==> config.mk <==
export PLATFORM = sky130hd
export DESIGN_NAME = odt_gen
export DESIGN_NICKNAME = d
export VERILOG_FILES = /design/src/rtl/odt_pkg.sv /design/src/rtl/odt_cs_decode.sv /design/src/rtl/odt_mode_qual.sv /design/src/rtl/odt_window.sv /design/src/rtl/odt_gen.sv
export SDC_FILE = /design/constraint.sdc
export NUM_CORES = 1
export LEC_CHECK = 0
export BUFFER_PORTS_ARGS = -buffer_cell sky130_fd_sc_hd__buf_2
export CAP_MARGIN = 5
export CORE_UTILIZATION = 45
export CTS_CLUSTER_DIAMETER = 120
export DETAILED_ROUTE_END_ITERATION = 16
export PLACE_DENSITY = 0.76
export SLEW_MARGIN = 20
export SYNTH_ARGS = -nofsm -noshare
export SYNTH_HDL_FRONTEND = slang
export SYNTH_HIERARCHICAL = 1
export SYNTH_SLANG_ARGS = --single-unit
==> constraint.sdc <==
create_clock -name clk -period 1 [get_ports clk]
set_input_delay 0.1 -clock clk [delete_from_list [all_inputs] [get_ports clk]]
set_output_delay 0.1 -clock clk [all_outputs]
set_load 0.05 [all_outputs]
==> src/rtl/odt_pkg.sv <==
`timescale 1ns/1ps
package odt_pkg;

   typedef enum logic [1:0] {
      CMD_OTHER = 2'd0,
      CMD_READ  = 2'd1,
      CMD_WRITE = 2'd2,
      CMD_SPARE = 2'd3
   } cmd_e;

   typedef enum logic [1:0] {
      SW_OFF  = 2'd0,
      SW_ALL  = 2'd1,
      SW_SEL  = 2'd2,
      SW_RSVD = 2'd3
   } sw_mode_e;

   typedef struct packed {
      logic rd;
      logic wr;
   } access_t;

   function automatic access_t classify(input logic [1:0] t);
      access_t a;
      a.rd = (t == CMD_READ);
      a.wr = (t == CMD_WRITE);
      return a;
   endfunction

endpackage

==> src/rtl/odt_cs_decode.sv <==
`timescale 1ns/1ps
module odt_cs_decode #(
   parameter int NUM_CS = 2,
   parameter int CS_W   = 1
) (
   input  logic [CS_W-1:0]   cmd_cs,
   input  logic              burst_act,
   input  logic              lp_mem,
   output logic [NUM_CS-1:0] hit
);

   logic live;
   assign live = burst_act & ~lp_mem;

   for (genvar i = 0; i < NUM_CS; i++) begin : g_cs
      assign hit[i] = live & (cmd_cs == CS_W'(i));
   end

endmodule

==> src/rtl/odt_mode_qual.sv <==
`timescale 1ns/1ps
module odt_mode_qual
   import odt_pkg::*;
(
   input  logic [1:0] mode,
   input  logic       rd_en,
   input  logic       wr_en,
   input  access_t    acc,
   input  logic       hit,
   output logic       qual
);

   logic allow;

   always_comb begin
      unique case (sw_mode_e'(mode))
         SW_ALL:  allow = acc.rd | acc.wr;
         SW_SEL:  allow = (acc.rd & rd_en) | (acc.wr & wr_en);
         SW_OFF:  allow = 1'b0;
         default: allow = 1'b0;
      endcase
   end

   assign qual = hit & allow;

endmodule

==> src/rtl/odt_window.sv <==
`timescale 1ns/1ps
module odt_window #(
   parameter int MAX_LEAD = 3,
   parameter int MAX_LAG  = 3,
   localparam int LEAD_W  = $clog2(MAX_LEAD + 1),
   localparam int LAG_W   = $clog2(MAX_LAG + 1),
   localparam int TAPS    = MAX_LEAD + MAX_LAG + 1
) (
   input  logic              clk,
   input  logic              rst_n,
   input  logic              qual,
   input  logic              block,
   input  logic [LEAD_W-1:0] lead_cfg,
   input  logic [LAG_W-1:0]  lag_cfg,
   output logic              odt
);

   logic [TAPS-1:0] tap;
   logic [TAPS-2:0] hist;
   logic [TAPS-1:0] in_win;
   int              lead_eff;
   int              lag_eff;

   always_comb begin
      lead_eff = (int'(lead_cfg) > MAX_LEAD) ? MAX_LEAD : int'(lead_cfg);
      lag_eff  = (int'(lag_cfg)  > MAX_LAG)  ? MAX_LAG  : int'(lag_cfg);
   end

   assign tap[0]        = qual;
   assign tap[TAPS-1:1] = hist;

   always_ff @(posedge clk) begin
      if (!rst_n) hist <= '0;
      else        hist <= tap[TAPS-2:0];
   end

   for (genvar j = 0; j < TAPS; j++) begin : g_tap
      assign in_win[j] = tap[j]
                       & ((j + lead_eff) >= MAX_LEAD)
                       & (j <= (MAX_LEAD + lag_eff));
   end

   always_ff @(posedge clk) begin
      if (!rst_n) odt <= 1'b0;
      else        odt <= ~block & (|in_win);
   end

endmodule

==> src/rtl/odt_gen.sv <==
`timescale 1ns/1ps
module odt_gen
   import odt_pkg::*;
#(
   parameter int NUM_CS   = 2,
   parameter int MAX_LEAD = 3,
   parameter int MAX_LAG  = 3,
   localparam int CS_W    = (NUM_CS > 1) ? $clog2(NUM_CS) : 1,
   localparam int LEAD_W  = $clog2(MAX_LEAD + 1),
   localparam int LAG_W   = $clog2(MAX_LAG + 1)
) (
   input  logic                clk,
   input  logic                rst_n,
   input  logic                lp_mem,
   input  logic [2*NUM_CS-1:0] sw_mode,
   input  logic [NUM_CS-1:0]   rd_en,
   input  logic [NUM_CS-1:0]   wr_en,
   input  logic [1:0]          cmd_type,
   input  logic [CS_W-1:0]     cmd_cs,
   input  logic                burst_act,
   input  logic [LEAD_W-1:0]   lead_cfg,
   input  logic [LAG_W-1:0]    lag_cfg,
   output logic [NUM_CS-1:0]   odt
);

   if (NUM_CS < 1 || NUM_CS > 16) begin : g_bad_cs
      $error("odt_gen: NUM_CS must lie in 1..16");
   end
   if (MAX_LEAD < 1 || MAX_LEAD > 15) begin : g_bad_lead
      $error("odt_gen: MAX_LEAD must lie in 1..15");
   end
   if (MAX_LAG < 1 || MAX_LAG > 15) begin : g_bad_lag
      $error("odt_gen: MAX_LAG must lie in 1..15");
   end

   access_t           acc;
   logic [NUM_CS-1:0] hit;
   logic [NUM_CS-1:0] qual;

   assign acc = classify(cmd_type);

   odt_cs_decode #(
      .NUM_CS (NUM_CS),
      .CS_W   (CS_W)
   ) u_dec (
      .cmd_cs    (cmd_cs),
      .burst_act (burst_act),
      .lp_mem    (lp_mem),
      .hit       (hit)
   );

   for (genvar i = 0; i < NUM_CS; i++) begin : g_rank
      odt_mode_qual u_qual (
         .mode  (sw_mode[2*i +: 2]),
         .rd_en (rd_en[i]),
         .wr_en (wr_en[i]),
         .acc   (acc),
         .hit   (hit[i]),
         .qual  (qual[i])
      );

      odt_window #(
         .MAX_LEAD (MAX_LEAD),
         .MAX_LAG  (MAX_LAG)
      ) u_win (
         .clk      (clk),
         .rst_n    (rst_n),
         .qual     (qual[i]),
         .block    (lp_mem),
         .lead_cfg (lead_cfg),
         .lag_cfg  (lag_cfg),
         .odt      (odt[i])
      );
   end

endmodule

# Word level (Yosys, flattened, before mapping)

Cells that the tools add are included.

$add $sub $neg: 7
Magnitude comparators: 14
Eq/ne operators: 6
Mux-type cells: 2
Bitwise gates (word level): 44
Reduce and logical (&&, ||, !) cells: 2

Operator list:

| cell                | number |
|---|---|
| $ge 32x3->1 const B | 6 |
| $le 4x32->1 const A | 3 |
| $le 3x32->1 const A | 2 |
| $and 1x1->1         | 39 |
| $le 1x32->1 const A | 1 |
| $le 2x32->1 const A | 1 |
| $reduce_or 7->1     | 2 |
| $add 3x2->4 const A | 3 |
| $add 2x2->3 const A | 3 |
| $eq 2x1->1 const B  | 3 |
| $eq 2x2->1 const B  | 3 |
| $pmux 1 s2          | 2 |
| $add 1x2->3 const A | 1 |
| $or 1x1->1          | 3 |
| $ge 2x2->1 const B  | 1 |
| $not 1->1           | 2 |

Bits in registers: 14
Input port bits: 19
Word-level logic and storage cells: 79

# Logic depth before layout (Yosys ltp)

Gate-level depths: netlist of run 1.

Depth in word-level cells: 9
Depth in mapped cells: 6

# Modules after synthesis

The synthesis of run 1 kept the hierarchy.

By module, submodules not included:

| module        | instances | cells an instance | area an instance (um^2) | sequential area each (um^2) |
|---|---|---|---|---|
| odt_window    | 2         | 32                | 300.3                   | 140.1 |
| odt_mode_qual | 2         | 9                 | 72.6                    | 0.0 |
| odt_cs_decode | 1         | 2                 | 21.3                    | 0.0 |
| odt_gen       | 1         | 2                 | 15.0                    | 0.0 |

# Worst setup path after synthesis of run 1

No wires, ideal clock.

Path type: input to register
Start point: input lag_cfg[0]
End point: register g_rank[0].u_win.odt
Data arrival time: 939 ps
Data required time: 865 ps
Path slack: -74 ps
Stages: 6
Path through: inv_1 -> ha_1 -> nor2_1 -> a21oi_1 -> a2111oi_1 -> a311oi_1

Word-level cells in the longest chain between the ends: 5
Elaborated cells on any way between the ends: 17
Classes of those cells: 1 x add/sub; 7 x order compare; 8 x bitwise; 1 x reduce/logical

RTL lines:

| what                                      | line             | text |
|---|---|---|
| start: declaration                        | odt_gen.sv:22    | `input logic [LAG_W-1:0] lag_cfg,` |
| $add 2x2->3 (*)                           | odt_window.sv:40 | `& (j <= (MAX_LEAD + lag_eff));` |
| $le 1x32->1, or another cell as far along | odt_window.sv:40 |  |
| $and 1x1->1                               | odt_window.sv:40 |  |
| $reduce_or 7->1 (*)                       | odt_window.sv:45 | `else odt <= ~block & (\|in_win);` |
| $and 1x1->1 (*)                           | odt_window.sv:45 |  |
| end signal: assignment                    | odt_window.sv:45 |  |
| end: declaration                          | odt_window.sv:15 | `output logic odt` |

Every way passes the cells marked *; elsewhere a longest branch is shown, timed or not.
A chain may end at the register's enable or synchronous reset.

# Worst setup path after layout of run 1

Start point: register g_rank[0].u_win.hist[3]
End point: register g_rank[0].u_win.odt

Word-level cells in the longest chain between the ends: 4

RTL lines:

| what                     | line             | text |
|---|---|---|
| start: declaration       | odt_window.sv:19 | `logic [TAPS-2:0] hist;` |
| start signal: assignment | odt_window.sv:34 | `else hist <= tap[TAPS-2:0];` |
| $and 1x1->1              | odt_window.sv:39 | `& ((j + lead_eff) >= MAX_LEAD)` |
| $and 1x1->1              | odt_window.sv:40 |  |
| $reduce_or 7->1          | odt_window.sv:45 |  |
| $and 1x1->1              | odt_window.sv:45 |  |

No other way between the ends.

==> load_flow_metrics.sql, run 1 <==
INSERT INTO impl_metrics (metric_group, metric, value, unit) VALUES
('status', 'run_status', 'finished with violations', ''),
('status', 'violations_in_the_final_reports', 'design-rule violations, negative setup slack', ''),
('pwr', 'power.switching_fraction', '25.65', '%'),
('worst_setup_path', 'worstSetupEndpointType', 'flop', ''),
('floorplan', 'floorplan.initialDensity', '50.16', '%'),
('worst_setup_path', 'crit_required', '1.16', 'ns'),
('worst_setup_path', 'ff2ff_path_depth', '3', ''),
('yosys', 'synth.cells.most_frequent', '14 x sky130_fd_sc_hd__dfxtp_1, 14 x sky130_fd_sc_hd__inv_1, 12 x sky130_fd_sc_hd__and2_1', ''),
('min_path', 'min_delay_worst_endpoint', 'g_rank[0].u_win/odt', ''),
('min_path', 'hold_path_depth', '3', ''),
('run', 'timing.max_cap.violations', '0', ''),
('pwr', 'pwr_density_cell', '973.6', 'nW/um2'),
('pwr', 'leakagePower', '0.4924', 'nW'),
('floorplan', 'floorplan.die.width', '43.69', 'um'),
('worst_setup_path', 'critical_path_arrival', '1.16', 'ns'),
('global_route', 'antenna_found_initial', '0', ''),
('sta', 'hold_violations', '0', ''),
('detailed_routing', 'drt_iter0_drc', '14', ''),
('worst_setup_path', 'crit_path_max_fanout', '2', ''),
('pwr', 'cell_internal_pwr', '0.7889', 'mW'),
('detailed_routing', 'routed_wire_length_per_instance', '12.92', 'um'),
('floorplan', 'fp.dieH', '43.69', 'um'),
('place', 'numPortBuffers', '20', ''),
('sta', 'ratio_of_final_minimum_period_to_clock_period', '100.5', '%'),
('global_route', 'first_global_vias', '671', ''),
('clock_tree', 'clockBufferDepth', '2', ''),
('yosys', 'number_of_synthesized_flops_with_an_enable_pin', '0', ''),
('place', 'routability_congestion_estimate_from_global_placement', '0.7245', ''),
('clock_tree', 'hold_buf_count_cts', '0', ''),
('worst_setup_path', 'worst-r2r-setup-slack', '-0.005', 'ns'),
('yosys', 'synthesis.nets', '115', ''),
('pwr', 'power.net_switching', '0.2721', 'mW'),
('yosys', 'synth_seq_cells', '14', ''),
('pwr', 'power.combinational.fraction', '18.2', '%'),
('global_route', 'grtUsageMet1', '23.51', '%'),
('yosys', 'synthesis.area_per_instance', '9.093', 'um2'),
('pwr', 'seq_power_share', '52.6', '%'),
('worst_setup_path', 'cp-startpoint', 'g_rank[0].u_win/hist[3]', ''),
('detailed_routing', 'via_per_inst', '5.229', ''),
('worst_setup_path', 'biggest_cell_delay_along_the_critical_path', '0.32', 'ns'),
('clock_tree', 'htree_levels', '1', ''),
('detailed_routing', 'drc_errors', '1', ''),
('layout', 'postLayoutCellArea', '1090', 'um2'),
('pwr', 'share_clk_of_total_power', '29.1', '%'),
('yosys', 'synthFlopType', 'sky130_fd_sc_hd__dfxtp_1', ''),
('global_route', 'grt_most_used_layer', 'met2', ''),
('layout', 'layout.nets', '146', ''),
('detailed_routing', 'drt.antenna.violating_nets', '0', ''),
('sta', 'timing.fmax', '995.3', 'MHz'),
('worst_setup_path', 'setup.worst_path.class', 'flop to flop', ''),
('yosys', 'synthCells', '86', ''),
('clock_tree', 'clock_sink_count', '14', ''),
('global_route', 'groute.layer.met2.usage', '33.73', '%'),
('global_route', 'grt_pass1_wl', '2704', 'um'),
('floorplan', 'die_area', '1908', 'um2'),
('clock_tree', 'cts.root.buffer_cell', 'sky130_fd_sc_hd__clkbuf_4', ''),
('detailed_routing', 'routed_wl', '1692', 'um'),
('yosys', 'mappedNetlistArea', '782.0', 'um2'),
('pwr', 'power.ir.vdd_worst', '0.0007551', 'V'),
('sta', 'period_minus_slack', '1.005', 'ns'),
('worst_setup_path', 'list_of_cells_traversed_by_the_critical_path', 'and2b_1 -> a2111oi_4 -> a311oi_1', ''),
('clock_tree', 'clkLatencyLatePin', '0.28', 'ns'),
('sta', 'setup_viol', '1', ''),
('detailed_routing', 'vias', '685', ''),
('layout', 'post_route_cells_drive_above_1_share', '45.22', '%'),
('layout', 'layout-area-overhead-vs-synth', '39.36', '%'),
('layout', 'fillCellCount', '132', ''),
('floorplan', 'io-pin-count', '21', ''),
('floorplan', 'core_area', '1559', 'um2'),
('sta', 'timing.final.ws_setup', '-0.004674', 'ns'),
('global_route', 'grt_util_met3', '7.500', '%');
-- routing by layer --
| metal | vias up | part of all wire [%] |
|---|---|---|
| li1 | 350 | - |
| met5 | - | 0 |
| met4 | 0 | 0 |
| met2 | 11 | 53 |
| met1 | 324 | 44 |
| met3 | 0 | 3.6 |
-- sequential cells by signal, summed over array words and instances (netlist names) --
register           count
g_rank.u_win/odt       2
g_rank.u_win/hist     12
-- layout by cell type, fill, tap and decap left out, types with 2 or more instances in the layout --
master,n
sky130_fd_sc_hd__o2bb2ai_1,2
sky130_fd_sc_hd__nand3_1,2
sky130_fd_sc_hd__a21oi_2,2
sky130_fd_sc_hd__a2111oi_4,2
sky130_fd_sc_hd__and2_1,12
sky130_fd_sc_hd__inv_4,2
sky130_fd_sc_hd__dfxtp_2,2
sky130_fd_sc_hd__inv_2,4
sky130_fd_sc_hd__and2b_1,2
sky130_fd_sc_hd__buf_4,6
sky130_fd_sc_hd__nor2_1,3
sky130_fd_sc_hd__ha_1,6
sky130_fd_sc_hd__a311oi_1,2
sky130_fd_sc_hd__nand2_1,4
sky130_fd_sc_hd__dfxtp_1,12
sky130_fd_sc_hd__o21ai_1,3
sky130_fd_sc_hd__a22oi_1,2
sky130_fd_sc_hd__buf_2,20
sky130_fd_sc_hd__inv_1,8
sky130_fd_sc_hd__nand3b_1,2
sky130_fd_sc_hd__clkbuf_4,3
sky130_fd_sc_hd__o21ai_0,2
sky130_fd_sc_hd__ha_4,4
-- kinds of logic after synthesis --
family	share of synthesized area, %
AOI/OAI and AO/OA	18.24
buffers and inverters	6.720
and+or+nand+nor	23.20
DFF	35.84
adders and majority gates	16.00
-- worst max-delay path: cells and delay by family, from the launching register on --
kind / cells / cell delay (ns)
AOI/OAI and AO/OA: 2 / 0.39
DFF: 1 / 0.32
and+or+nand+nor: 1 / 0.17
-- metrics by stage --
| stage | util, % | hold slack, ns | cells | TNS [ns] |
|---|---|---|---|---|
| floorplan | - | 0.1721 | 86 | -0.009270 |
| global placement | 65.09 | 0.3953 | 128 | -0.5865 |
| detailed placement | 65.09 | 0.4056 | 128 | -0.6753 |
| CTS | 67.82 | 0.1112 | 131 | -0.01533 |
| global route | 69.90 | 0.1105 | 131 | -0.08268 |
| finish | 69.90 | 0.1148 | 131 | -0.004674 |
-- repair_timing --
item,in CTS,in global routing
setup endpoints to repair,2,2
gates cloned,0,0
resized for setup,3,6
endpoints found under the hold margin,0,0
setup buffers,0,0
pin swaps,3,5
-- how the worst max path moves through the flow --
stage / endpoint / slack, ns / cells after the start
floorplan: g_rank[1].u_win/odt / -0.009 / 5
global placement: g_rank[1].u_win/odt / -0.26 / 6
detailed placement: g_rank[1].u_win/odt / -0.29 / 6
CTS: g_rank[0].u_win/odt / -0.02 / 4
global route: g_rank[0].u_win/odt / -0.08 / 4
finish: g_rank[0].u_win/odt / -0.005 / 3
-- area by class of cell --
type                       instances  area [um2]  share of cell area [%]
tap                               16       20.02                   1.837
multi-input combinational         58       561.8                   51.55
sequential                        14       282.8                   25.95
inverter                          14       57.56                   5.281
timing repair buffer              26       145.1                   13.32
clock buffer                       3       22.52                   2.067
-- power by group through the flow --
stage	clock network [mW]	logic [mW]	registers, mW
after floorplan	0	0.0849	0.572
after global placement	0	0.172	0.572
after detailed placement	0	0.179	0.572
after CTS	0.314	0.184	0.559
after global routing	0.340	0.215	0.559
final	0.309	0.194	0.558
No activity file was read; power rests on OpenSTA's default activity.
==> inputs of run 2 (changes only) <==
BUFFER_PORTS_ARGS = -buffer_cell sky130_fd_sc_hd__clkbuf_2   (was -buffer_cell sky130_fd_sc_hd__buf_2)
==> run 2 against run 1 <==
  * The run still ends with design-rule violations, negative setup slack left
  * Flip-flop and latch count unchanged
  * Total power rose by 7.5%
  * Non-clock buffer count shrank 1
  * Setup slack worse by 0.023 ns
  * Combinational power fell by 3%
  * Clock skew barely moved
  * Clock power is 28% higher
  * Critical path depth is 1 higher
  * Register-to-register slack got worse by 0.02 ns
  * Worst hold slack gained 0.0072 ns
  * Final cell count unchanged
  * Core utilization decreased by 0.80 points
  * Highest routed layer is now met4
==> load_flow_metrics.sql, run 2 (synthesis results as in run 1) <==
INSERT INTO impl_metrics (metric_group, metric, value, unit) VALUES
('sta', 'timing.final.ws_setup', '-0.02727', 'ns'),
('min_path', 'min_delay_worst_endpoint', 'g_rank[0].u_win/odt', ''),
('floorplan', 'floorplan.initialDensity', '50.16', '%'),
('layout', 'utilization', '69.10', '%'),
('detailed_routing', 'drt_iter0_drc', '7', ''),
('global_route', 'first_global_vias', '652', ''),
('worst_setup_path', 'ff2ff_path_depth', '4', ''),
('detailed_routing', 'dr.max_layer_used', 'met4', ''),
('detailed_routing', 'routed_wire_length_per_instance', '12.23', 'um'),
('worst_setup_path', 'crit_required', '1.16', 'ns'),
('place', 'dp.final_hpwl', '1294', 'um'),
('detailed_routing', 'via_per_inst', '5.130', ''),
('place', 'placed_cells', '127', ''),
('min_path', 'holdCritPathClass', 'input pin to flop', ''),
('place', 'numPortBuffers', '20', ''),
('clock_tree', 'clkLatencyLatePin', '0.28', 'ns'),
('clock_tree', 'clkSlewWorstSetupHoldPaths', '0.08', 'ns'),
('pwr', 'leakagePower', '0.4938', 'nW'),
('pwr', 'power.ir.vdd_worst', '0.0006883', 'V'),
('floorplan', 'fp.dieH', '43.69', 'um'),
('pwr', 'design_power_total', '1.141', 'mW'),
('detailed_routing', 'drc_errors', '1', ''),
('layout', 'post_route_cells_drive_above_1_share', '46.09', '%'),
('detailed_routing', 'route.met3.wl', '50', 'um'),
('layout', 'layout.nets', '145', ''),
('sta', 'skew', '0.003913', 'ns'),
('detailed_routing', 'drt.antenna.violating_nets', '0', ''),
('min_path', 'hold_path_depth', '3', ''),
('sta', 'period_minus_slack', '1.027', 'ns'),
('floorplan', 'io-pin-count', '21', ''),
('detailed_routing', 'vias', '672', ''),
('worst_setup_path', 'worstReg2RegStart', 'g_rank[0].u_win/hist[1]', ''),
('place', 'routability_congestion_estimate_from_global_placement', '0.7641', ''),
('worst_setup_path', 'setup.worst_path.class', 'flop to flop', ''),
('detailed_routing', 'drt-met1-wl', '669', 'um'),
('layout', 'largest-register', 'g_rank.u_win/hist', ''),
('global_route', 'maximum_number_of_pins_on_one_net_before_global_route_repair', '15', ''),
('sta', 'hold_violations', '0', ''),
('worst_setup_path', 'timing.critical_path.from_type', 'flop', ''),
('layout', 'largest_reg_flops', '12', ''),
('clock_tree', 'clockBufferDepth', '2', ''),
('status', 'run_status', 'finished with violations', ''),
('detailed_routing', 'first_pass_iters', '10', ''),
('worst_setup_path', 'critical_path.slowest_cell', 'sky130_fd_sc_hd__dfxtp_2', ''),
('sta', 'grt_setup_unrepaired', 'yes', ''),
('sta', 'setup-tns-final', '-0.02727', 'ns'),
('clock_tree', 'tritoncts.num_buffers', '3', ''),
('sta', 'slew_headroom', '79.51', '%'),
('sta', 'finalMaxSlewViolations', '0', ''),
('layout', 'layout_common_cells', '19 x sky130_fd_sc_hd__clkbuf_2, 13 x sky130_fd_sc_hd__dfxtp_1, 12 x sky130_fd_sc_hd__and2_1, 8 x sky130_fd_sc_hd__inv_1, 6 x sky130_fd_sc_hd__ha_1', ''),
('detailed_routing', 'met2_wirelength', '878', 'um'),
('global_route', 'antenna_found_initial', '0', ''),
('worst_setup_path', 'list_of_cells_traversed_by_the_critical_path', 'o21ai_2 -> a21oi_2 -> a2111oi_2 -> a311oi_1', ''),
('min_path', 'hold_start', 'lp_mem', ''),
('global_route', 'groute.usage.overall', '18.84', '%'),
('layout', 'most_common_cell_after_layout_fill_and_taps_aside', 'sky130_fd_sc_hd__clkbuf_2', ''),
('worst_setup_path', 'critical_path_arrival', '1.18', 'ns'),
('worst_setup_path', 'crit_path_max_fanout', '2', ''),
('clock_tree', 'clock_sink_count', '14', ''),
('detailed_routing', 'routed_wl', '1602', 'um'),
('sta', 'timing.fmax', '973.5', 'MHz'),
('clock_tree', 'htree_levels', '1', ''),
('sta', 'worst_pin_slew', '0.3067', 'ns'),
('pwr', 'pwr_density_cell', '1059', 'nW/um2'),
('run', 'timing.max_cap.violations', '0', ''),
('layout', 'layout-area-overhead-vs-synth', '37.76', '%'),
('floorplan', 'die_area', '1908', 'um2'),
('worst_setup_path', 'worst-r2r-setup-slack', '-0.03', 'ns'),
('global_route', 'grt_overflow_total', '0', ''),
('status', 'violations_in_the_final_reports', 'design-rule violations, negative setup slack', ''),
('floorplan', 'row_count', '14', ''),
('sta', 'ratio_of_final_minimum_period_to_clock_period', '102.7', '%'),
('sta', 'setup_viol', '1', ''),
('worst_setup_path', 'worst_r2r_endpoint', 'g_rank[0].u_win/odt', ''),
('clock_tree', 'tritoncts', 'yes', ''),
('worst_setup_path', 'worstSetupEndpointType', 'flop', ''),
('layout', 'insertedDiodeCount', '0', ''),
('worst_setup_path', 'biggest_cell_delay_along_the_critical_path', '0.33', 'ns'),
('layout', 'final_cells', '131', ''),
('layout', 'reg_top3', 'g_rank.u_win/hist x12, g_rank.u_win/odt x2', ''),
('sta', 'hold_ws', '0.1221', 'ns'),
('floorplan', 'floorplan.die.width', '43.69', 'um'),
('clock_tree', 'post_cts_buffers', '0', ''),
('clock_tree', 'cts.root.buffer_cell', 'sky130_fd_sc_hd__clkbuf_4', ''),
('global_route', 'grt_pass1_wl', '2649', 'um'),
('floorplan', 'core_area', '1559', 'um2');
run 2: critical path: cells and delay by family, from the launching register on:
family	cells	cell delay [ns]
AO/OA/AOI/OAI	4	0.58
flip-flops	1	0.33
run 2: layout make-up:
type                    instances  area [um2]
clock buffers                   4       36.28
fillers                       119       481.7
inverters                      14       57.56
multi-input cells              58       544.3
flip-flops and latches         14       281.5
well taps                      16       20.02
repair buffers                 25       137.6
run 2: what timing repair did:
| item | 4_1_cts | 5_1_grt |
|---|---|---|
| cloned | 0 | 0 |
| setup endpoints to repair | 2 | 3 |
| pin swaps | 4 | 3 |
| resized for setup | 4 | 5 |
| endpoints found under the hold margin | 0 | 0 |
| hold buffers | 0 | 0 |
run 2: layer usage:
metal  track usage, %  vias up
li1                 -      351
met1            21.96      306
met2            34.33       13
met3            6.250        2
met4            1.875        0
met5                0        -
run 2: where the power goes:
group,switching (mW),total [mW],internal [mW],leakage (nW)
registers,0.000566,0.559,0.558,0.113
logic,0.0986,0.188,0.0890,0.360
clock network,0.173,0.395,0.221,0.0210
total,0.272,1.14,0.868,0.494
run 2: per-stage QoR:
step,setup WS [ns],instance area [um2]
2_1_floorplan,-0.009270,849.6
3_3_place_gp,-0.2269,1007
3_5_place_dp,-0.2644,1007
4_1_cts,-0.01562,1065
5_1_grt,-0.03460,1077
6_report,-0.02727,1077
run 2: worst max path at each step:
stage / to / from / cells after the start
final: g_rank[0].u_win/odt / g_rank[0].u_win/hist[1] / 4
after CTS: g_rank[1].u_win/odt / g_rank[1].u_win/hist[1] / 4
after global routing: g_rank[0].u_win/odt / g_rank[0].u_win/hist[1] / 4
after floorplan: g_rank[1].u_win/odt / lp_mem / 5
after detailed placement: g_rank[0].u_win/odt / lag_cfg[0] / 6
after global placement: g_rank[0].u_win/odt / lag_cfg[1] / 6
